`src/rtl/tmr_pkg.sv`:
```
package tmr_pkg;
  localparam int DATA_W = 8;

  typedef enum logic [2:0] {
    MODE_TIMER  = 3'd0,
    MODE_PULSE  = 3'd1,
    MODE_EVENT  = 3'd2,
    MODE_WIDTH  = 3'd3,
    MODE_PERIOD = 3'd4
  } tmr_mode_e;

  typedef struct packed {
    logic      run;
    logic      comp_en;
    logic      pol;
    logic [1:0] src;
    tmr_mode_e mode;
  } tmr_ctrl_t;

  localparam logic [1:0] ADDR_CTRL = 2'd0;
  localparam logic [1:0] ADDR_PSC  = 2'd1;
  localparam logic [1:0] ADDR_CNT  = 2'd2;
  localparam logic [1:0] ADDR_STAT = 2'd3;
endpackage

```
`src/rtl/tmr_in_cond.sv`:
```
module tmr_in_cond (
  input  logic clk_i,
  input  logic rst_ni,
  input  logic ext_i,
  input  logic pol_i,
  output logic lvl_o,
  output logic act_edge_o,
  output logic end_edge_o
);
  logic s1_q, s2_q, s3_q;
  logic act, prev_act;

  always_ff @(posedge clk_i or negedge rst_ni) begin
    if (!rst_ni) begin
      s1_q <= 1'b0;
      s2_q <= 1'b0;
      s3_q <= 1'b0;
    end else begin
      s1_q <= ext_i;
      s2_q <= s1_q;
      s3_q <= s2_q;
    end
  end

  // polarity folds the selected level/edge onto "active high"
  assign act        = s2_q ^ pol_i;
  assign prev_act   = s3_q ^ pol_i;
  assign lvl_o      = act;
  assign act_edge_o = act & ~prev_act;
  assign end_edge_o = ~act & prev_act;
endmodule

```
`src/rtl/tmr_down_cnt.sv`:
```
module tmr_down_cnt #(
  parameter int W = 8
) (
  input  logic         clk_i,
  input  logic         rst_ni,
  input  logic         step_i,
  input  logic         restart_i,
  input  logic         load_i,
  input  logic [W-1:0] load_val_i,
  input  logic [W-1:0] reload_i,
  output logic [W-1:0] cnt_o,
  output logic         uf_o
);
  logic [W-1:0] cnt_q;

  assign uf_o  = step_i & ~restart_i & ~load_i & (cnt_q == '0);
  assign cnt_o = cnt_q;

  always_ff @(posedge clk_i or negedge rst_ni) begin
    if (!rst_ni)        cnt_q <= '1;
    else if (load_i)    cnt_q <= load_val_i;
    else if (restart_i) cnt_q <= reload_i;
    else if (step_i)    cnt_q <= (cnt_q == '0) ? reload_i : cnt_q - W'(1);
  end
endmodule

```
`src/rtl/tmr_capture.sv`:
```
module tmr_capture #(
  parameter int W = 8
) (
  input  logic         clk_i,
  input  logic         rst_ni,
  input  logic         cap_i,
  input  logic [W-1:0] cnt_i,
  input  logic         set_uf_i,
  input  logic         stat_wr_i,
  input  logic [1:0]   stat_keep_i,
  output logic [W-1:0] buf_o,
  output logic         edge_flag_o,
  output logic         uf_flag_o
);
  logic [W-1:0] buf_q;
  logic edge_q, uf_q;

  always_ff @(posedge clk_i or negedge rst_ni) begin
    if (!rst_ni) begin
      buf_q  <= '0;
      edge_q <= 1'b0;
      uf_q   <= 1'b0;
    end else begin
      if (cap_i) buf_q <= cnt_i;
      // set wins over a same-cycle clear; a written 1 keeps the flag
      edge_q <= cap_i    | (edge_q & (~stat_wr_i | stat_keep_i[0]));
      uf_q   <= set_uf_i | (uf_q   & (~stat_wr_i | stat_keep_i[1]));
    end
  end

  assign buf_o       = buf_q;
  assign edge_flag_o = edge_q;
  assign uf_flag_o   = uf_q;
endmodule

```
`src/rtl/mm_timer.sv`:
```
module mm_timer
  import tmr_pkg::*;
#(
  parameter int PSC_W = 8,
  parameter int CNT_W = 8
) (
  input  logic       clk_i,
  input  logic       rst_ni,
  input  logic       tick_div2_i,
  input  logic       tick_div8_i,
  input  logic       tick_alt_i,
  input  logic       ext_i,
  input  logic       wr_en_i,
  input  logic [1:0] wr_addr_i,
  input  logic [7:0] wr_data_i,
  input  logic [1:0] rd_addr_i,
  output logic [7:0] rd_data_o,
  output logic       out_o,
  output logic       out_n_o,
  output logic       irq_o
);
  localparam int NTAP = 4;

  tmr_ctrl_t        ctrl_q;
  logic [PSC_W-1:0] psc_rld_q, psc_cnt;
  logic [CNT_W-1:0] cnt_rld_q, cnt_q, buf_q;
  logic             psc_uf, cnt_uf;
  logic             lvl, act_edge, end_edge;
  logic             edge_flag, uf_flag;
  logic             tff_q, irq_q;
  logic [NTAP-1:0]  taps;
  logic             tick, run;
  logic             is_pulse, is_event, is_width, is_period, is_meas;
  logic             wr_ctrl, wr_psc, wr_cnt, wr_stat;
  logic             psc_step, cnt_step, cnt_restart, irq_d;

  assign wr_ctrl = wr_en_i & (wr_addr_i == ADDR_CTRL);
  assign wr_psc  = wr_en_i & (wr_addr_i == ADDR_PSC);
  assign wr_cnt  = wr_en_i & (wr_addr_i == ADDR_CNT);
  assign wr_stat = wr_en_i & (wr_addr_i == ADDR_STAT);

  always_ff @(posedge clk_i or negedge rst_ni) begin
    if (!rst_ni) begin
      ctrl_q    <= '0;
      psc_rld_q <= '1;
      cnt_rld_q <= '1;
    end else begin
      if (wr_ctrl) ctrl_q    <= tmr_ctrl_t'(wr_data_i);
      if (wr_psc)  psc_rld_q <= wr_data_i[PSC_W-1:0];
      if (wr_cnt)  cnt_rld_q <= wr_data_i[CNT_W-1:0];
    end
  end

  assign run       = ctrl_q.run;
  assign is_pulse  = ctrl_q.mode == MODE_PULSE;
  assign is_event  = ctrl_q.mode == MODE_EVENT;
  assign is_width  = ctrl_q.mode == MODE_WIDTH;
  assign is_period = ctrl_q.mode == MODE_PERIOD;
  assign is_meas   = is_width | is_period;

  assign taps = {tick_alt_i, tick_div8_i, tick_div2_i, 1'b1};
  assign tick = taps[ctrl_q.src];

  tmr_in_cond u_in (
    .clk_i      (clk_i),
    .rst_ni     (rst_ni),
    .ext_i      (ext_i),
    .pol_i      (ctrl_q.pol),
    .lvl_o      (lvl),
    .act_edge_o (act_edge),
    .end_edge_o (end_edge)
  );

  assign psc_step    = run & ~is_event & tick & (~is_width | lvl);
  assign cnt_restart = run & is_period & act_edge;
  assign cnt_step    = is_event ? (run & act_edge) : psc_uf;

  tmr_down_cnt #(.W(PSC_W)) u_psc (
    .clk_i      (clk_i),
    .rst_ni     (rst_ni),
    .step_i     (psc_step),
    .restart_i  (1'b0),
    .load_i     (wr_psc & ~run),
    .load_val_i (wr_data_i[PSC_W-1:0]),
    .reload_i   (psc_rld_q),
    .cnt_o      (psc_cnt),
    .uf_o       (psc_uf)
  );

  tmr_down_cnt #(.W(CNT_W)) u_cnt (
    .clk_i      (clk_i),
    .rst_ni     (rst_ni),
    .step_i     (cnt_step),
    .restart_i  (cnt_restart),
    .load_i     (wr_cnt & ~run),
    .load_val_i (wr_data_i[CNT_W-1:0]),
    .reload_i   (cnt_rld_q),
    .cnt_o      (cnt_q),
    .uf_o       (cnt_uf)
  );

  tmr_capture #(.W(CNT_W)) u_cap (
    .clk_i       (clk_i),
    .rst_ni      (rst_ni),
    .cap_i       (cnt_restart),
    .cnt_i       (cnt_q),
    .set_uf_i    (cnt_uf & is_meas),
    .stat_wr_i   (wr_stat),
    .stat_keep_i (wr_data_i[1:0]),
    .buf_o       (buf_q),
    .edge_flag_o (edge_flag),
    .uf_flag_o   (uf_flag)
  );

  assign irq_d = cnt_uf | cnt_restart | (is_width & run & end_edge);

  always_ff @(posedge clk_i or negedge rst_ni) begin
    if (!rst_ni) begin
      tff_q <= 1'b0;
      irq_q <= 1'b0;
    end else begin
      irq_q <= irq_d;
      if (is_pulse & cnt_uf) tff_q <= ~tff_q;
    end
  end

  assign out_o   = is_pulse & tff_q;
  assign out_n_o = is_pulse & ctrl_q.comp_en & ~tff_q;
  assign irq_o   = irq_q;

  always_comb begin
    unique case (rd_addr_i)
      ADDR_CTRL: rd_data_o = ctrl_q;
      ADDR_PSC:  rd_data_o = DATA_W'(psc_cnt);
      ADDR_CNT:  rd_data_o = is_period ? DATA_W'(buf_q) : DATA_W'(cnt_q);
      default:   rd_data_o = {6'b0, uf_flag, edge_flag};
    endcase
  end
endmodule

```
`config.mk`:
```
export PLATFORM = sky130hd
export DESIGN_NAME = mm_timer
export DESIGN_NICKNAME = d
export VERILOG_FILES = /design/src/rtl/tmr_pkg.sv /design/src/rtl/tmr_in_cond.sv /design/src/rtl/tmr_down_cnt.sv /design/src/rtl/tmr_capture.sv /design/src/rtl/mm_timer.sv
export SDC_FILE = /design/constraint.sdc
export NUM_CORES = 1
export LEC_CHECK = 0
export BUFFER_PORTS_ARGS = -buffer_cell sky130_fd_sc_hd__buf_2
export CELL_PAD_IN_SITES_DETAIL_PLACEMENT = 2
export CELL_PAD_IN_SITES_GLOBAL_PLACEMENT = 2
export CORE_MARGIN = 2
export CORE_UTILIZATION = 43
export CTS_BUF_LIST = sky130_fd_sc_hd__clkbuf_4 sky130_fd_sc_hd__clkbuf_8
export CTS_CLUSTER_DIAMETER = 100
export DETAILED_ROUTE_END_ITERATION = 6
export PLACE_DENSITY_LB_ADDON = 0.1
export SETUP_SLACK_MARGIN = 0.1
export SKIP_LAST_GASP = 1
export SLEW_MARGIN = 20
export SYNTH_ARGS = -nofsm -noshare
export SYNTH_HDL_FRONTEND = slang
export SYNTH_SLANG_ARGS = --single-unit
```
`constraint.sdc`:
```
create_clock -name clk_i -period 3.5 [get_ports clk_i]
set_input_delay 0.175 -clock clk_i [delete_from_list [all_inputs] [get_ports clk_i]]
set_output_delay 0.175 -clock clk_i [all_outputs]
set_load 0.005 [all_outputs]
```
## Word-level counts from Yosys, hierarchy flattened

Cells that the tools add are included.

- $add $sub $neg: 2
- Multipliers: 0
- Div/mod/pow operators: 0
- Order comparisons: 1
- Equality and inequality tests: 9
- Shifts and indexed selects: 0
- Muxes and demuxes: 12
- Bitwise gates (word level): 48
- Reduce and logical (&&, ||, !) cells: 6

Operators by type and width:

| operator | count |
|---|---|
| $mux W8 | 8 |
| $and A1 B1 Y1 | 28 |
| $pmux W8 S3 | 1 |
| $logic_not A8 Y1 | 2 |
| $sub A8 B1 Y8 const B | 2 |
| $not A1 Y1 | 10 |
| $or A1 B1 Y1 | 8 |
| $eq A2 B2 Y1 const B | 3 |
| $eq A3 B2 Y1 const B | 2 |
| $eq A2 B1 Y1 const B | 2 |
| $logic_not A2 Y1 | 2 |
| $eq A3 B1 Y1 const B | 1 |
| $eq A3 B3 Y1 const B | 1 |
| $lt A2 B3 Y1 const B | 1 |
| $reduce_bool A3 Y1 | 1 |
| $bmux W1 S2 | 1 |
| $mux W1 | 2 |
| $reduce_bool A2 Y1 | 1 |
| $xor A1 B1 Y1 | 2 |

- Bits in registers: 55
- Latch bits: 0
- Bits in writable memories: 0
- ROM bits: 0
- Input port bits: 19
- Word-level logic and storage cells: 95
- Memories: 0

## Logic depth before layout (Yosys ltp)

- Depth after elaboration: 13
- Mapped depth: 9

## Modules after synthesis

A second synthesis with hierarchy kept.

- Cells, all modules: 310
- Area, all modules: 3355.7 µm²

Modules (own cells, without submodules):

| module | instances | cells each | area each (µm²) | seq. area each (µm²) |
|---|---|---|---|---|
| tmr_down_cnt | 2 | 86 | 725.7 | 210.2 |
| mm_timer | 1 | 105 | 1371.3 | 670.6 |
| tmr_capture | 1 | 23 | 410.4 | 250.2 |
| tmr_in_cond | 1 | 10 | 122.6 | 75.1 |

## Worst setup path after synthesis

Ideal clock, no wire load.

- Path type: register to register
- Start: register u_psc.cnt_q[4], in the netlist u_psc.cnt_o[4]
- End: register u_cnt.cnt_q[1], in the netlist u_cnt.cnt_o[1]
- Setup time: 80 ps
- Data arrival time: 2045 ps
- Slack: 1375 ps
- Stages on the path, launching flop included: 7
- Buffers on the path: 1
- Period minus slack after synthesis: 2125 ps
- Path through: dfstp_2 or3_4 or4_4 buf_6 o31a_1 a221o_1 o221a_2

- Word-level cells in the longest chain between the ends: 4

RTL lines:

| what | line | source |
|---|---|---|
| start, declared | tmr_down_cnt.sv:14 | `logic [W-1:0] cnt_q;` |
| start signal, assigned | tmr_down_cnt.sv:21 | `else if (load_i) cnt_q <= load_val_i;` |
| start signal, assigned | tmr_down_cnt.sv:22 | `else if (restart_i) cnt_q <= reload_i;` |
| start signal, assigned | tmr_down_cnt.sv:23 | `else if (step_i) cnt_q <= (cnt_q == '0) ? reload_i : cnt_q - W'(1);` |
| $logic_not A8 Y1 | tmr_down_cnt.sv:16 | `assign uf_o = step_i & ~restart_i & ~load_i & (cnt_q == '0);` |
| $and A1 B1 Y1 | tmr_down_cnt.sv:16 |  |
| $mux W1 | mm_timer.sv:76 | `assign cnt_step = is_event ? (run & act_edge) : psc_uf;` |
| $reduce_bool A3 Y1 (no line) | - |  |
| end signal, assigned | tmr_down_cnt.sv:21 |  |
| end signal, assigned | tmr_down_cnt.sv:22 |  |
| end signal, assigned | tmr_down_cnt.sv:23 |  |
| end, declared | tmr_down_cnt.sv:14 |  |

No other way between the ends.
A chain may end at the register's enable or synchronous reset.

## Worst setup path in the final report

- Start: register u_cnt.cnt_q[5], in the netlist u_cnt.cnt_o[5]
- End: register u_cnt.cnt_q[5], in the netlist u_cnt.cnt_o[5]

- Word-level cells in the longest chain between the ends: 5

RTL lines:

| what | line |
|---|---|
| $sub A8 B1 Y8 / $logic_not A8 Y1 (equally long branches) | tmr_down_cnt.sv:23 |
| $mux W8 * (2 in series) | tmr_down_cnt.sv:23 |
| $mux W8 * | tmr_down_cnt.sv:22 |
| $mux W8 * | tmr_down_cnt.sv:21 |

Every way passes the cells marked *; elsewhere a longest branch is shown, timed or not. The select of a mux whose other input is x is not followed.

==> results.md <==
- Status: completed
- Port bufs: 29
- Yosys warns: 0
- Post-CTS Setup Inserts: 0
- Post-synthesis sequential area ratio: 0.455
- Placed Area: 3370 µm²
- Switching pwr: 0.000905 W
- Pwr Total: 0.00238 W
- Most common cell after layout, fill and taps aside: dfstp_2
- Sequential power share: 0.481
- Net Count, Synth: 314
- CTS tree: built
- CTS clk-pin slew, worst paths: 100 ps
- Drt pass-1 iters: 5
- Most frequent cells in the layout: dfstp_2 (32), buf_2 (29), mux2_2 (26)
- CP Class: reg2reg
- Die ar.: 7930 µm²
- Fillcell total: 778
- Site Rows: 31
- Primary FF master, synth: dfstp_2
- Flops & latches, synth: 55
- Pleak: 1.46 nW
- Cells on worst reg2reg path: 5
- Post-synth EDFFs: 0
- Setup TNS: 0 ps
- Gate Count Post-Synth: 291
- Tot GR Track Use: 0.268
- Antenna violations before repair: 0
- Gpl congestion: 0.852
- Chip Height: 89.1 µm
- DPL Wire Length: 7240 µm
- Combinational share of power: 0.355
- Global-route wire length before repair: 15500 µm
- Max Fclk: 415 MHz
- Fraction of layout cells with a size suffix above 1: 0.347
- Final Max Tran Viols: 0
- Worst-Skew Late Latency: 320 ps
- Slew @ Worst Pin: 908 ps
- CTS sink cnt: 55
- Fin Hold WS: 151 ps
- Layout Skew: 11.3 ps
- Post-cts resize count: 0
- Worst Path Required: 3750 ps
- Clk pwr share: 0.164
- Switching Share: 0.380
- Avg Vias per Cell: 6.09
- Final WL: 9830 µm
- Ys async rst share: 1.00
- Area growth syn-to-layout: 12.0%
- Relative slew slack: 0.395
- WL per Instance: 23.3 µm
- Power per cell area: 683 nW/µm²
- Initial DRC Count: 114
- Cts bufs inserted: 5
- Cell Area, Synth: 3110 µm²
- Root Driver: clkbuf_8
- CP Cell Sequence: or4_1 -> nor4_1 -> nor2_1 -> o221ai_1 -> o2bb2a_1
- DRC: 0
- Max incr delay on CP: 680 ps
- Post-synth cell types: 59
- Buf/Inv on CP: 0
- P_int: 0.00147 W
- Final #Nets: 345
- Finished Cell Area: 3480 µm²
- Largest net degree at the start of global routing: 37
- Avg Inst Size Synth: 10.7 µm²
- Max-cap violations: 0
- Cell depth of the worst setup path: 5
- Slowest cell on the critical path: nor4_1
- Die W: 89.1 µm
- Initial Util: 0.436
- Setup Viol. Count Final: 0
- Max rail drop VDD: 0.261 mV
- Final hold violations: 0
- Detail Route Antenna Nets: 0
- CTS Hold Buffers Added: 2
- Worst hold stages: 3
- Worst EP arrival: 2660 ps
- RSZ-0062 raised after global routing: no
- Core area: 7140 µm²
- GRT overflow: 0
- Clock buffer depth: 2
- Setup crit end kind: flip-flop
- Worst Hold Class: in2reg
- I/O Pins: 30
- Final min period: 2410 ps
- Final period util: 0.688
- Multi-input logic area: 1600 µm²
- Via Count: 2571
- Ant. Diodes: 0
- Top Family by Delay on Critical Path: simple AND/OR/NAND/NOR gates
- Reg area: 1420 µm²
- H-tree depth: 2
- Vias in the first global route: 2732
- CP Launch Type: flip-flop
- Largest fanout on the critical path: 6
==> power groups by stage <==
stage                     sequential [W]  combinational (W)  clock [W]
after floorplan                  0.00105           0.000612          0
after global placement           0.00113           0.000814          0
after detailed placement         0.00115           0.000840          0
after CTS                        0.00114           0.000850   0.000401
after global routing             0.00117           0.000939   0.000432
final                            0.00114           0.000845   0.000389
==> through the flow <==
stage,util,std cells,worst slack [ps]
global placement,0.472,412,1110
floorplan,-,291,1370
CTS,0.488,422,1130
global route,0.488,422,921
detailed placement,0.472,412,1160
finish,0.488,422,1090
==> path summary, 6_finish.rpt <==
| path | start | slack [ps] | end |
|---|---|---|---|
| hold reg to reg | u_in.s1_q$_DFF_PN0_ | 370 | u_in.s2_q$_DFF_PN0_ |
| min in group asynchronous | rst_ni | 530 | u_cap.buf_o[0]$_DFFE_PN0P_ |
| setup reg to reg | u_cnt.cnt_o[5]$_DFFE_PN1P_ | 1090 | u_cnt.cnt_o[5]$_DFFE_PN1P_ |
| setup / recovery | u_cnt.cnt_o[5]$_DFFE_PN1P_ | 1090 | u_cnt.cnt_o[5]$_DFFE_PN1P_ |
| hold / removal | wr_data_i[2] | 150 | u_cnt.cnt_o[2]$_DFFE_PN1P_ |
| max in group asynchronous | rst_ni | 2110 | cnt_rld_q[6]$_DFFE_PN1P_ |
==> flip-flops by register name (all words and copies together), names as in the netlist, 7 cells and up <==
register and flops:
cnt_rld_q 8, psc_rld_q 8, u_cap.buf_o 8, u_cnt.cnt_o 8
u_psc.cnt_o 8, ctrl_q 7
==> kinds of logic after synthesis <==
| family | synth area share |
|---|---|
| buf+inv | 0.0314 |
| simple gates | 0.140 |
| mux | 0.134 |
| compound gates | 0.203 |
| xor+xnor | 0.0197 |
| flops | 0.455 |
| fa+ha+maj | 0.0161 |
==> cell usage after synthesis (3+ instances only) <==
master	n	share of area
o21ai_0	18	0.029
mux2_2	26	0.094
dfstp_2	32	0.27
nor2b_1	5	0.010
nand2_1	20	0.024
clkbuf_1	10	0.012
a211oi_1	6	0.014
nand3_1	4	0.0064
mux2i_1	8	0.026
nor2_1	17	0.021
o22ai_1	10	0.020
nand2b_1	7	0.014
nor3_1	6	0.0097
a21oi_1	12	0.019
nor3b_1	3	0.0072
ha_1	4	0.016
dfrtp_1	23	0.19
o221ai_1	4	0.011
a221o_1	9	0.029
xnor2_1	5	0.014
inv_1	11	0.013
==> worst reg2reg max path, stage by stage, from the launching register on <==
cell and delay, ps:
dfstp_2 410, or4_1 560, nor4_1 680, nor2_1 200
o221ai_1 240, o2bb2a_1 250
==> area by class of cell <==
type | count | area share
Multi-Input combinational cell | 212 | 0.458
Clock buffer | 7 | 0.0259
Tap cell | 99 | 0.0356
Inverter | 11 | 0.0119
Sequential cell | 55 | 0.407
Timing Repair Buffer | 37 | 0.0603
Clock inverter | 1 | 0.00144
==> per-layer routing <==
layer	wire (µm)	global-route usage
met1	4580	0.375
met4	176	0.0719
met2	4780	0.438
met3	297	0.0351
met5	0	0
Note: power is estimated with default switching activity, not from simulation.
